**src/rtl/rtc_pkg.sv**
```systemverilog
package rtc_pkg;
    localparam int BYTE_W     = 8;
    localparam int NUM_FIELDS = 7;
    localparam int ADDR_W     = 3;

    localparam logic [ADDR_W-1:0] A_SEC   = 3'd0;
    localparam logic [ADDR_W-1:0] A_MIN   = 3'd1;
    localparam logic [ADDR_W-1:0] A_HOUR  = 3'd2;
    localparam logic [ADDR_W-1:0] A_DOW   = 3'd3;
    localparam logic [ADDR_W-1:0] A_DATE  = 3'd4;
    localparam logic [ADDR_W-1:0] A_MONTH = 3'd5;
    localparam logic [ADDR_W-1:0] A_YEAR  = 3'd6;

    localparam logic [BYTE_W-1:0] M_SEC   = 8'hFF;
    localparam logic [BYTE_W-1:0] M_MIN   = 8'h7F;
    localparam logic [BYTE_W-1:0] M_HOUR  = 8'h7F;
    localparam logic [BYTE_W-1:0] M_DOW   = 8'h07;
    localparam logic [BYTE_W-1:0] M_DATE  = 8'h3F;
    localparam logic [BYTE_W-1:0] M_MONTH = 8'h1F;
    localparam logic [BYTE_W-1:0] M_YEAR  = 8'hFF;

    typedef struct packed {
        logic [BYTE_W-1:0] sec;
        logic [BYTE_W-1:0] min;
        logic [BYTE_W-1:0] hour;
        logic [BYTE_W-1:0] dow;
        logic [BYTE_W-1:0] date;
        logic [BYTE_W-1:0] month;
        logic [BYTE_W-1:0] year;
    } rtc_regs_t;
endpackage

```
**src/rtl/rtc_bcd_step.sv**
```systemverilog
// Increments a BCD value of W bits; returns first_i once last_i is reached.
module rtc_bcd_step #(
    parameter int W = 8
) (
    input  logic [W-1:0] cur_i,
    input  logic [W-1:0] last_i,
    input  logic [W-1:0] first_i,
    output logic [W-1:0] nxt_o,
    output logic         wrap_o
);
    logic [W-1:0] inc;

    generate
        if (W > 4) begin : g_two_digit
            localparam int TENS_W = W - 4;
            always_comb begin
                if (cur_i[3:0] == 4'h9) begin
                    inc = {cur_i[W-1:4] + TENS_W'(1), 4'h0};
                end else begin
                    inc = cur_i + W'(1);
                end
            end
        end else begin : g_one_digit
            assign inc = cur_i + W'(1);
        end
    endgenerate

    assign wrap_o = (cur_i == last_i);
    assign nxt_o  = wrap_o ? first_i : inc;
endmodule

```
**src/rtl/rtc_hour_step.sv**
```systemverilog
// Next hours value in either mode; day_o flags the roll into a new day.
module rtc_hour_step (
    input  logic [6:0] cur_i,
    output logic [6:0] nxt_o,
    output logic       day_o
);
    logic [5:0] h24_nxt;
    logic       h24_wrap;
    logic [4:0] h12_nxt;
    logic       pm_nxt;
    logic       at_eleven;

    rtc_bcd_step #(.W(6)) u_h24 (
        .cur_i  (cur_i[5:0]),
        .last_i (6'h23),
        .first_i(6'h00),
        .nxt_o  (h24_nxt),
        .wrap_o (h24_wrap)
    );

    always_comb begin
        at_eleven = (cur_i[4:0] == 5'h11);
        if (cur_i[4:0] == 5'h12) begin
            h12_nxt = 5'h01;
        end else if (cur_i[3:0] == 4'h9) begin
            h12_nxt = 5'h10;
        end else begin
            h12_nxt = cur_i[4:0] + 5'd1;
        end
        pm_nxt = cur_i[5] ^ at_eleven;

        if (cur_i[6]) begin
            nxt_o = {1'b1, pm_nxt, h12_nxt};
            day_o = cur_i[5] && at_eleven;
        end else begin
            nxt_o = {1'b0, h24_nxt};
            day_o = h24_wrap;
        end
    end
endmodule

```
**src/rtl/rtc_month_len.sv**
```systemverilog
// Last BCD date of a month; leap test from the low year bits only.
module rtc_month_len (
    input  logic [4:0] month_i,
    input  logic       tens_lsb_i,
    input  logic [1:0] units_lo_i,
    output logic [5:0] last_o
);
    logic [1:0] leap_mod;
    logic       leap;

    always_comb begin
        leap_mod = units_lo_i + {tens_lsb_i, 1'b0};
        leap     = (leap_mod == 2'b00);
        case (month_i)
            5'h02:                      last_o = leap ? 6'h29 : 6'h28;
            5'h04, 5'h06, 5'h09, 5'h11: last_o = 6'h30;
            default:                    last_o = 6'h31;
        endcase
    end
endmodule

```
**src/rtl/bcd_rtc_chain.sv**
```systemverilog
module bcd_rtc_chain
    import rtc_pkg::*;
(
    input  logic              clk,
    input  logic              rst_n,
    input  logic              tick_1hz,
    input  logic              wr_en,
    input  logic [ADDR_W-1:0] wr_addr,
    input  logic [BYTE_W-1:0] wr_data,
    output logic [BYTE_W-1:0] sec_o,
    output logic [BYTE_W-1:0] min_o,
    output logic [BYTE_W-1:0] hour_o,
    output logic [BYTE_W-1:0] dow_o,
    output logic [BYTE_W-1:0] date_o,
    output logic [BYTE_W-1:0] month_o,
    output logic [BYTE_W-1:0] year_o
);
    localparam rtc_regs_t RESET_REGS = '{sec: 8'h00, min: 8'h00, hour: 8'h00,
                                         dow: 8'h01, date: 8'h01, month: 8'h01,
                                         year: 8'h00};

    rtc_regs_t regs_d, regs_q;
    logic [NUM_FIELDS-1:0] wr_hit;

    logic [6:0] sec_nxt, min_nxt, hour_nxt;
    logic [2:0] dow_nxt;
    logic [5:0] date_nxt, date_last;
    logic [4:0] month_nxt;
    logic [7:0] year_nxt;
    logic sec_wrap, min_wrap, hour_day, dow_wrap, date_wrap, month_wrap, year_wrap;
    logic c_min_in, c_hour_in, c_day_in, c_month_in, c_year_in;

    generate
        for (genvar i = 0; i < NUM_FIELDS; i++) begin : g_hit
            assign wr_hit[i] = wr_en && (wr_addr == ADDR_W'(i));
        end
    endgenerate

    rtc_bcd_step #(.W(7)) u_sec (
        .cur_i(regs_q.sec[6:0]), .last_i(7'h59), .first_i(7'h00),
        .nxt_o(sec_nxt), .wrap_o(sec_wrap));

    rtc_bcd_step #(.W(7)) u_min (
        .cur_i(regs_q.min[6:0]), .last_i(7'h59), .first_i(7'h00),
        .nxt_o(min_nxt), .wrap_o(min_wrap));

    rtc_hour_step u_hour (
        .cur_i(regs_q.hour[6:0]), .nxt_o(hour_nxt), .day_o(hour_day));

    rtc_bcd_step #(.W(3)) u_dow (
        .cur_i(regs_q.dow[2:0]), .last_i(3'd7), .first_i(3'd1),
        .nxt_o(dow_nxt), .wrap_o(dow_wrap));

    rtc_month_len u_mlen (
        .month_i(regs_q.month[4:0]), .tens_lsb_i(regs_q.year[4]),
        .units_lo_i(regs_q.year[1:0]), .last_o(date_last));

    rtc_bcd_step #(.W(6)) u_date (
        .cur_i(regs_q.date[5:0]), .last_i(date_last), .first_i(6'h01),
        .nxt_o(date_nxt), .wrap_o(date_wrap));

    rtc_bcd_step #(.W(5)) u_month (
        .cur_i(regs_q.month[4:0]), .last_i(5'h12), .first_i(5'h01),
        .nxt_o(month_nxt), .wrap_o(month_wrap));

    rtc_bcd_step #(.W(8)) u_year (
        .cur_i(regs_q.year), .last_i(8'h99), .first_i(8'h00),
        .nxt_o(year_nxt), .wrap_o(year_wrap));

    always_comb begin
        c_min_in   = tick_1hz   && sec_wrap   && !wr_hit[A_SEC];
        c_hour_in  = c_min_in   && min_wrap   && !wr_hit[A_MIN];
        c_day_in   = c_hour_in  && hour_day   && !wr_hit[A_HOUR];
        c_month_in = c_day_in   && date_wrap  && !wr_hit[A_DATE];
        c_year_in  = c_month_in && month_wrap && !wr_hit[A_MONTH];

        regs_d = regs_q;
        if (tick_1hz)   regs_d.sec   = {regs_q.sec[7], sec_nxt};
        if (c_min_in)   regs_d.min   = {1'b0, min_nxt};
        if (c_hour_in)  regs_d.hour  = {1'b0, hour_nxt};
        if (c_day_in)   regs_d.dow   = {5'b0, dow_nxt};
        if (c_day_in)   regs_d.date  = {2'b0, date_nxt};
        if (c_month_in) regs_d.month = {3'b0, month_nxt};
        if (c_year_in)  regs_d.year  = year_nxt;

        if (wr_hit[A_SEC])   regs_d.sec   = wr_data & M_SEC;
        if (wr_hit[A_MIN])   regs_d.min   = wr_data & M_MIN;
        if (wr_hit[A_HOUR])  regs_d.hour  = wr_data & M_HOUR;
        if (wr_hit[A_DOW])   regs_d.dow   = wr_data & M_DOW;
        if (wr_hit[A_DATE])  regs_d.date  = wr_data & M_DATE;
        if (wr_hit[A_MONTH]) regs_d.month = wr_data & M_MONTH;
        if (wr_hit[A_YEAR])  regs_d.year  = wr_data & M_YEAR;
    end

    always_ff @(posedge clk or negedge rst_n) begin
        if (!rst_n) regs_q <= RESET_REGS;
        else        regs_q <= regs_d;
    end

    assign sec_o   = regs_q.sec;
    assign min_o   = regs_q.min;
    assign hour_o  = regs_q.hour;
    assign dow_o   = regs_q.dow;
    assign date_o  = regs_q.date;
    assign month_o = regs_q.month;
    assign year_o  = regs_q.year;


    sec_roll_chk: assert property (@(posedge clk) disable iff (!rst_n)
        (tick_1hz && sec_o[6:0] == 7'h59 && !(wr_en && wr_addr == A_SEC))
        |=> (sec_o[6:0] == 7'h00));


    hour24_roll_chk: assert property (@(posedge clk) disable iff (!rst_n)
        (c_hour_in && !wr_hit[A_HOUR] && hour_o == 8'h23) |=> (hour_o == 8'h00));


    noon_entry_chk: assert property (@(posedge clk) disable iff (!rst_n)
        (c_hour_in && !wr_hit[A_HOUR] && hour_o == 8'h51) |=> (hour_o == 8'h72));


    dow_roll_chk: assert property (@(posedge clk) disable iff (!rst_n)
        (c_day_in && dow_wrap && !wr_hit[A_DOW]) |=> (dow_o == 8'h01));


    year_roll_chk: assert property (@(posedge clk) disable iff (!rst_n)
        (c_year_in && year_wrap && !wr_hit[A_YEAR]) |=> (year_o == 8'h00));


    osc_flag_chk: assert property (@(posedge clk) disable iff (!rst_n)
        !(wr_en && wr_addr == A_SEC) |=> $stable(sec_o[7]));


    min_write_chk: assert property (@(posedge clk) disable iff (!rst_n)
        (wr_en && wr_addr == A_MIN) |=> (min_o == ($past(wr_data) & M_MIN)));


    idle_hold_chk: assert property (@(posedge clk) disable iff (!rst_n)
        (!tick_1hz && !wr_en) |=> ($stable(sec_o) && $stable(min_o) && $stable(hour_o)
            && $stable(dow_o) && $stable(date_o) && $stable(month_o) && $stable(year_o)));
endmodule

```
**config.mk**
```make
export PLATFORM = sky130hd
export DESIGN_NAME = bcd_rtc_chain
export DESIGN_NICKNAME = d
export VERILOG_FILES = /design/src/rtl/rtc_pkg.sv /design/src/rtl/rtc_bcd_step.sv /design/src/rtl/rtc_hour_step.sv /design/src/rtl/rtc_month_len.sv /design/src/rtl/bcd_rtc_chain.sv
export SDC_FILE = /design/constraint.sdc
export NUM_CORES = 1
export LEC_CHECK = 0
export BUFFER_PORTS_ARGS = -buffer_cell sky130_fd_sc_hd__clkbuf_2
export CAP_MARGIN = 30
export CORE_UTILIZATION = 45
export DETAILED_ROUTE_END_ITERATION = 8
export PLACE_DENSITY_LB_ADDON = 0.15
export SYNTH_ARGS = -nofsm -noshare
export SYNTH_HDL_FRONTEND = slang
export SYNTH_HIERARCHICAL = 1
export SYNTH_SLANG_ARGS = --single-unit
```
**constraint.sdc**
```tcl
create_clock -name clk -period 4.2 [get_ports clk]
set_input_delay 0.84 -clock clk [delete_from_list [all_inputs] [get_ports clk]]
set_output_delay 0.84 -clock clk [all_outputs]
set_load 0.01 [all_outputs]
```
==> results of run 1 <==
## worst max-delay path, delay by kind of cell, from the launching register on
family          cells  cell delay [ns]
compound gates      2             0.65
xor+xnor            1             0.16
simple gates        3             0.81
flops               1             0.66
buf+inv             1             0.08
mux                 2             0.41
## cells in the final DEF (no fill, tap or decap), drive strengths merged, types with 3 or more instances in the layout
cell and count:
o211ai 4, conb 96, ha 5, nor3 8, o21ai 38, clkbuf 63, mux2i 51, nor4 7
nand2 40, nor2 21, nand4 10, a22o 6, inv 34, dfrtp 41, a21bo 3, a21oi 27
o22ai 4, xnor2 33, and3b 3, nand3 10, nor2b 4, mux2 43, a31oi 3, dfstp 3
nand2b 5, xor2 36
## state kept, by name (all words and copies together), names as in the netlist
register	cells
dow_o	3
sec_o	8
hour_o	7
year_o	8
date_o	6
min_o	7
month_o	5
## layer usage
metal / track usage, % / vias to the layer above
li1: - / 1921
met1: 26.1 / 1781
met2: 33.1 / 71
met3: 3.00 / 4
met4: 2.08 / 0
met5: 0 / -
## stage by stage
step	util, %	total power [mW]	setup slack (ns)	area [um^2]	hold WS (ns)
6_report	52.4	2.36	1.30	5460	0.520
2_1_floorplan	-	1.79	1.83	5200	0.544
5_1_grt	52.4	2.55	0.984	5460	0.543
3_5_place_dp	51.3	2.02	1.29	5350	0.502
4_1_cts	52.4	2.38	1.28	5460	0.525
3_3_place_gp	51.3	1.98	1.37	5340	0.492
## final cells by class
cell class,count,area share (%)
clock buffers,5,1.26
clock inverters,3,0.848
inverters,33,2.27
multi-input cells,488,66.7
flip-flops and latches,44,20.2
well taps,136,3.12
repair buffers,60,5.55
## worst min-delay path by stage
stage	end	slack, ns
after floorplan	date_o[1]	0.54
after global placement	sec_o[7]	0.49
after detailed placement	sec_o[7]	0.50
after CTS	sec_o[7]	0.53
after global routing	sec_o[7]	0.54
final	sec_o[7]	0.52
## power by group through the flow
stage | Sequential, mW | Clock (mW) | Combinational, mW
after CTS | 0.857 | 0.358 | 1.16
final | 0.853 | 0.349 | 1.16
after global placement | 0.854 | 0 | 1.13
after global routing | 0.893 | 0.374 | 1.28
after detailed placement | 0.865 | 0 | 1.16
after floorplan | 0.738 | 0 | 1.05
==> impl_metrics.toml, run 1 <==
[sta]
tightest_slew_ns = 0.853
setup_tns_ns = 0
finalCriticalPeriod_ns = 2.90
slew_viol_final = 0
setup_viol = 0
fmax_mhz = 345
hold_viol_final = 0
rsz0062_at_grt = "no"
fin_skew_ns = 0.00863
relSlewSlack_pct = 42.8
fin_crit_sh_pct = 69.0

[power]
leakage_nw = 2.74
p_sw_share_pct = 42.4
intPower_mw = 1.36
pwr_density_cell_nw_per_um2 = 432
p_seq_share_pct = 36.2
pwr-share-clk_pct = 14.8
combPwrFrac_pct = 49.0
p_switching_uw = 999
peakVddDrop_uv = 215

[run]
cap_violations = 0

[critical_path]
worstPathCellList = "xor2_2, nor4_4, nand3_4, inv_2, mux2_2, and4_4, a21boi_2, mux2i_1, a21oi_1"
rr_worst_depth = 9
r2r_slack_ns = 1.30
crit_path_end = "dow_o[1]"
worst_r2r_endpoint = "dow_o[1]"
cp_max_fo = 15
max_stage_delay_ns = 0.66
crit_required_ns = 4.40
r2r_start = "hour_o[0]"
cp.arrival_ns = 3.10
worst_setup_path_end_kind = "flop"
critPathKind = "flop to flop"
cp_slowest_cell = "dfrtp_1"
crit_path_start_kind = "flop"
crit_path_start = "hour_o[0]"

[grt]
grt_max_degree = 45
first_global_vias = 3592
overflow = 0
grt_use_total_pct = 19.2
antenna_found_initial = 0
grt_pass1_wl_um = 17500

[clock_tree]
root_buffer = "clkbuf_8"
cts_buffers = 5
postCtsHoldBufs = 0
cts_setup_buffers = 0
cts.path.max_buffers = 2
cts_max_level = 2
cts_resized = 0
clock-sinks = 44
clk_pin_slew_ns = 0.09
worstSkewPairLatency_ns = 0.31
cts_tree = "yes"

[detailed_routing]
dr.pass1.iters = 4
met2WireLength_um = 4820
dr.max_layer_used = "met4"
m1WireLength_um = 5170
via_count = 3777
drt_iter0_drc = 152
via_per_inst = 4.91
dr_wl_met3_um = 382
ant_nets = 0
avgRoutedWirePerCell_um = 13.5
totalWireLength_um = 10400
drc = 0

[min_path]
holdCritStartpoint = "sec_o[7]"
hold_path.class = "flop to flop"
hold_depth = 1

[placed_design]
gp_congestion = 0.773
port_buffers = 58
placedCellCount = 761
dp_hpwl_um = 7540

[final_layout]
diodes = 0
multi_input_area_um2 = 3640
final_nets = 652
fillerInstances = 1018
drive_gt1_share_pct = 24.3
areaGrowthSynthToFinish_pct = 12.2
seq_area_um2 = 1100
fin_cells = 769

[floorplan]
io_pins = 71
rows = 37
die_area_um2 = 11200
fp.dieW_um = 106
die_h_um = 106
core_area_um2 = 10400
start_util_pct = 46.7

[synthesis]
yosys_warnings = 6
synth_cells = 522
synth.avg_cell_area_um2 = 9.32
synth_area_um2 = 4860

[status]
status = "completed"
Note: power is estimated with default switching activity, not from simulation.
==> run 2: changes to the inputs <==
ABC_AREA = 1   (was default)
clock period = 3.02 ns   (was 4.2 ns; I/O delays follow)
==> run 2 against run 1 <==
Setup slack worse by 0.71 ns. First-iteration DRC count is 94% higher. Clock power up 67%. Global-route usage rose by 3.8 points. Register-to-register slack got worse by 0.71 ns. Sequential cell count unchanged. Wire length increased by 22%. Design area is 9.0% higher.
==> impl_metrics.toml, run 2 <==
[status]
status = "completed"

[final_layout]
final_cell_mix = "341 x nand2_1, 111 x conb_1, 92 x nand3_1"
diodes = 0
drive_gt1_share_pct = 16.1
fillerInstances = 1169
final_nets = 1020
areaGrowthSynthToFinish_pct = 16.8
layout_commonest_cell = "nand2_1"
fin_area_um2 = 5950

[grt]
overflow = 0
antenna_found_initial = 0
grt_max_degree = 26
first_global_vias = 4554
grt_use_total_pct = 22.9
grt_pass1_wl_um = 21500

[placed_design]
dpl_cell_area_um2 = 5800
dp_hpwl_um = 9640
port_buffers = 58
pre_cts_ws_ns = 0.592
gp_congestion = 0.816

[critical_path]
r2r_slack_ns = 0.59
worstPathCellList = "inv_1, nand2_1, nand2_1, nor2_1, nor2_1, nor2_1, inv_1, nand2_1, nand2_1, nor2_4, nand3_4, clkinv_4, a21boi_1, nand4_4, nand2_4, nand2_1, nand2_1"
cp_max_fo = 9
crit_required_ns = 3.25
crit_path_frequent_cell = "nand2_1"
cp.arrival_ns = 2.66
cp_slowest_cell = "dfrtp_1"
worst_setup_path_end_kind = "flop"
crit_path_start_kind = "flop"
max_stage_delay_ns = 0.49
critPathKind = "flop to flop"

[clock_tree]
clock-sinks = 44
clk_pin_slew_ns = 0.06
cts_tree = "yes"
worstSkewPairLatency_ns = 0.29
cts_setup_buffers = 0
cts_resized = 0
root_buffer = "clkbuf_16"
cts_max_level = 2
cts_buffers = 5
postCtsHoldBufs = 0
cts.path.max_buffers = 2

[sta]
setup_tns_ns = 0
fmax_mhz = 411
tightest_slew_ns = 0.569
setup_viol = 0
finalWorstSetupSlack_ns = 0.588
rsz0062_at_grt = "no"
fin_skew_ns = 0.00853
relSlewSlack_pct = 62.1
hold_viol_final = 0
whs_ns = 0.304
finalCriticalPeriod_ns = 2.43
slew_viol_final = 0
fin_crit_sh_pct = 80.5

[detailed_routing]
via_per_inst = 4.62
avgRoutedWirePerCell_um = 11.1
dr.pass1.iters = 4
totalWireLength_um = 12700
drc = 0
drt_iter0_drc = 295
via_count = 5266
ant_nets = 0

[synthesis]
synth_area_um2 = 5100
yosys_warnings = 6
synth_cells = 855
synth.avg_cell_area_um2 = 5.96

[floorplan]
start_util_pct = 46.6
io_pins = 71
core_area_um2 = 10900
die_area_um2 = 11800
rows = 38
die_h_um = 108
fp.dieW_um = 108

[min_path]
hold_path.class = "input pin to async pin"

[power]
leakage_nw = 3.54
peakVddDrop_uv = 317
pwr_density_cell_nw_per_um2 = 724

[run]
cap_violations = 0
[run 2: where the power goes]
group	internal [mW]	switching, mW
sequential	0.812	0.482
combinational	0.980	1.45
clock	0.353	0.229
[run 2: per-stage QoR]
step	instances	utilization (%)	total power, mW
2_1_floorplan	960	-	3.10
3_3_place_gp	1133	53.0	3.71
3_5_place_dp	1133	53.0	3.73
4_1_cts	1141	54.4	4.33
5_1_grt	1141	54.4	4.80
6_report	1141	54.4	4.31
[run 2: path summary, 6_finish.rpt]
check | start | endpoint | cells after the start
worst max register to register | year_o[4] | year_o[0] | 17
max in group asynchronous | rst_n | month_o[0] | 2
worst min-delay path | rst_n | year_o[5] | 1
min in group clk | sec_o[7] | sec_o[7] | 2
worst max-delay path | year_o[4] | year_o[0] | 17
worst min register to register | sec_o[7] | sec_o[7] | 2
[run 2: area by class of cell]
cell class | instances | area [um^2] | area share, %
Timing Repair Buffer | 62 | 320 | 5.38
Sequential cell | 44 | 1100 | 18.6
Inverter | 115 | 447 | 7.50
Clock buffer | 8 | 156 | 2.63
Tap cell | 140 | 175 | 2.94
Multi-Input combinational cell | 772 | 3750 | 63.0
[run 2: critical path, delay by kind of cell, from the launching register on]
kind	cells	cell delay, ns
AND/OR/NAND/NOR	13	1.32
flip-flops	1	0.49
AO/OA/AOI/OAI	1	0.31
buffers and inverters	3	0.24
[run 2: layer usage]
metal,global-route usage [%],vias up,routed length [um]
met3,2.47,8,509
met2,38.2,110,5830
met5,0,-,0
li1,-,2864,-
met4,4.15,0,109
met1,32.2,2284,6210
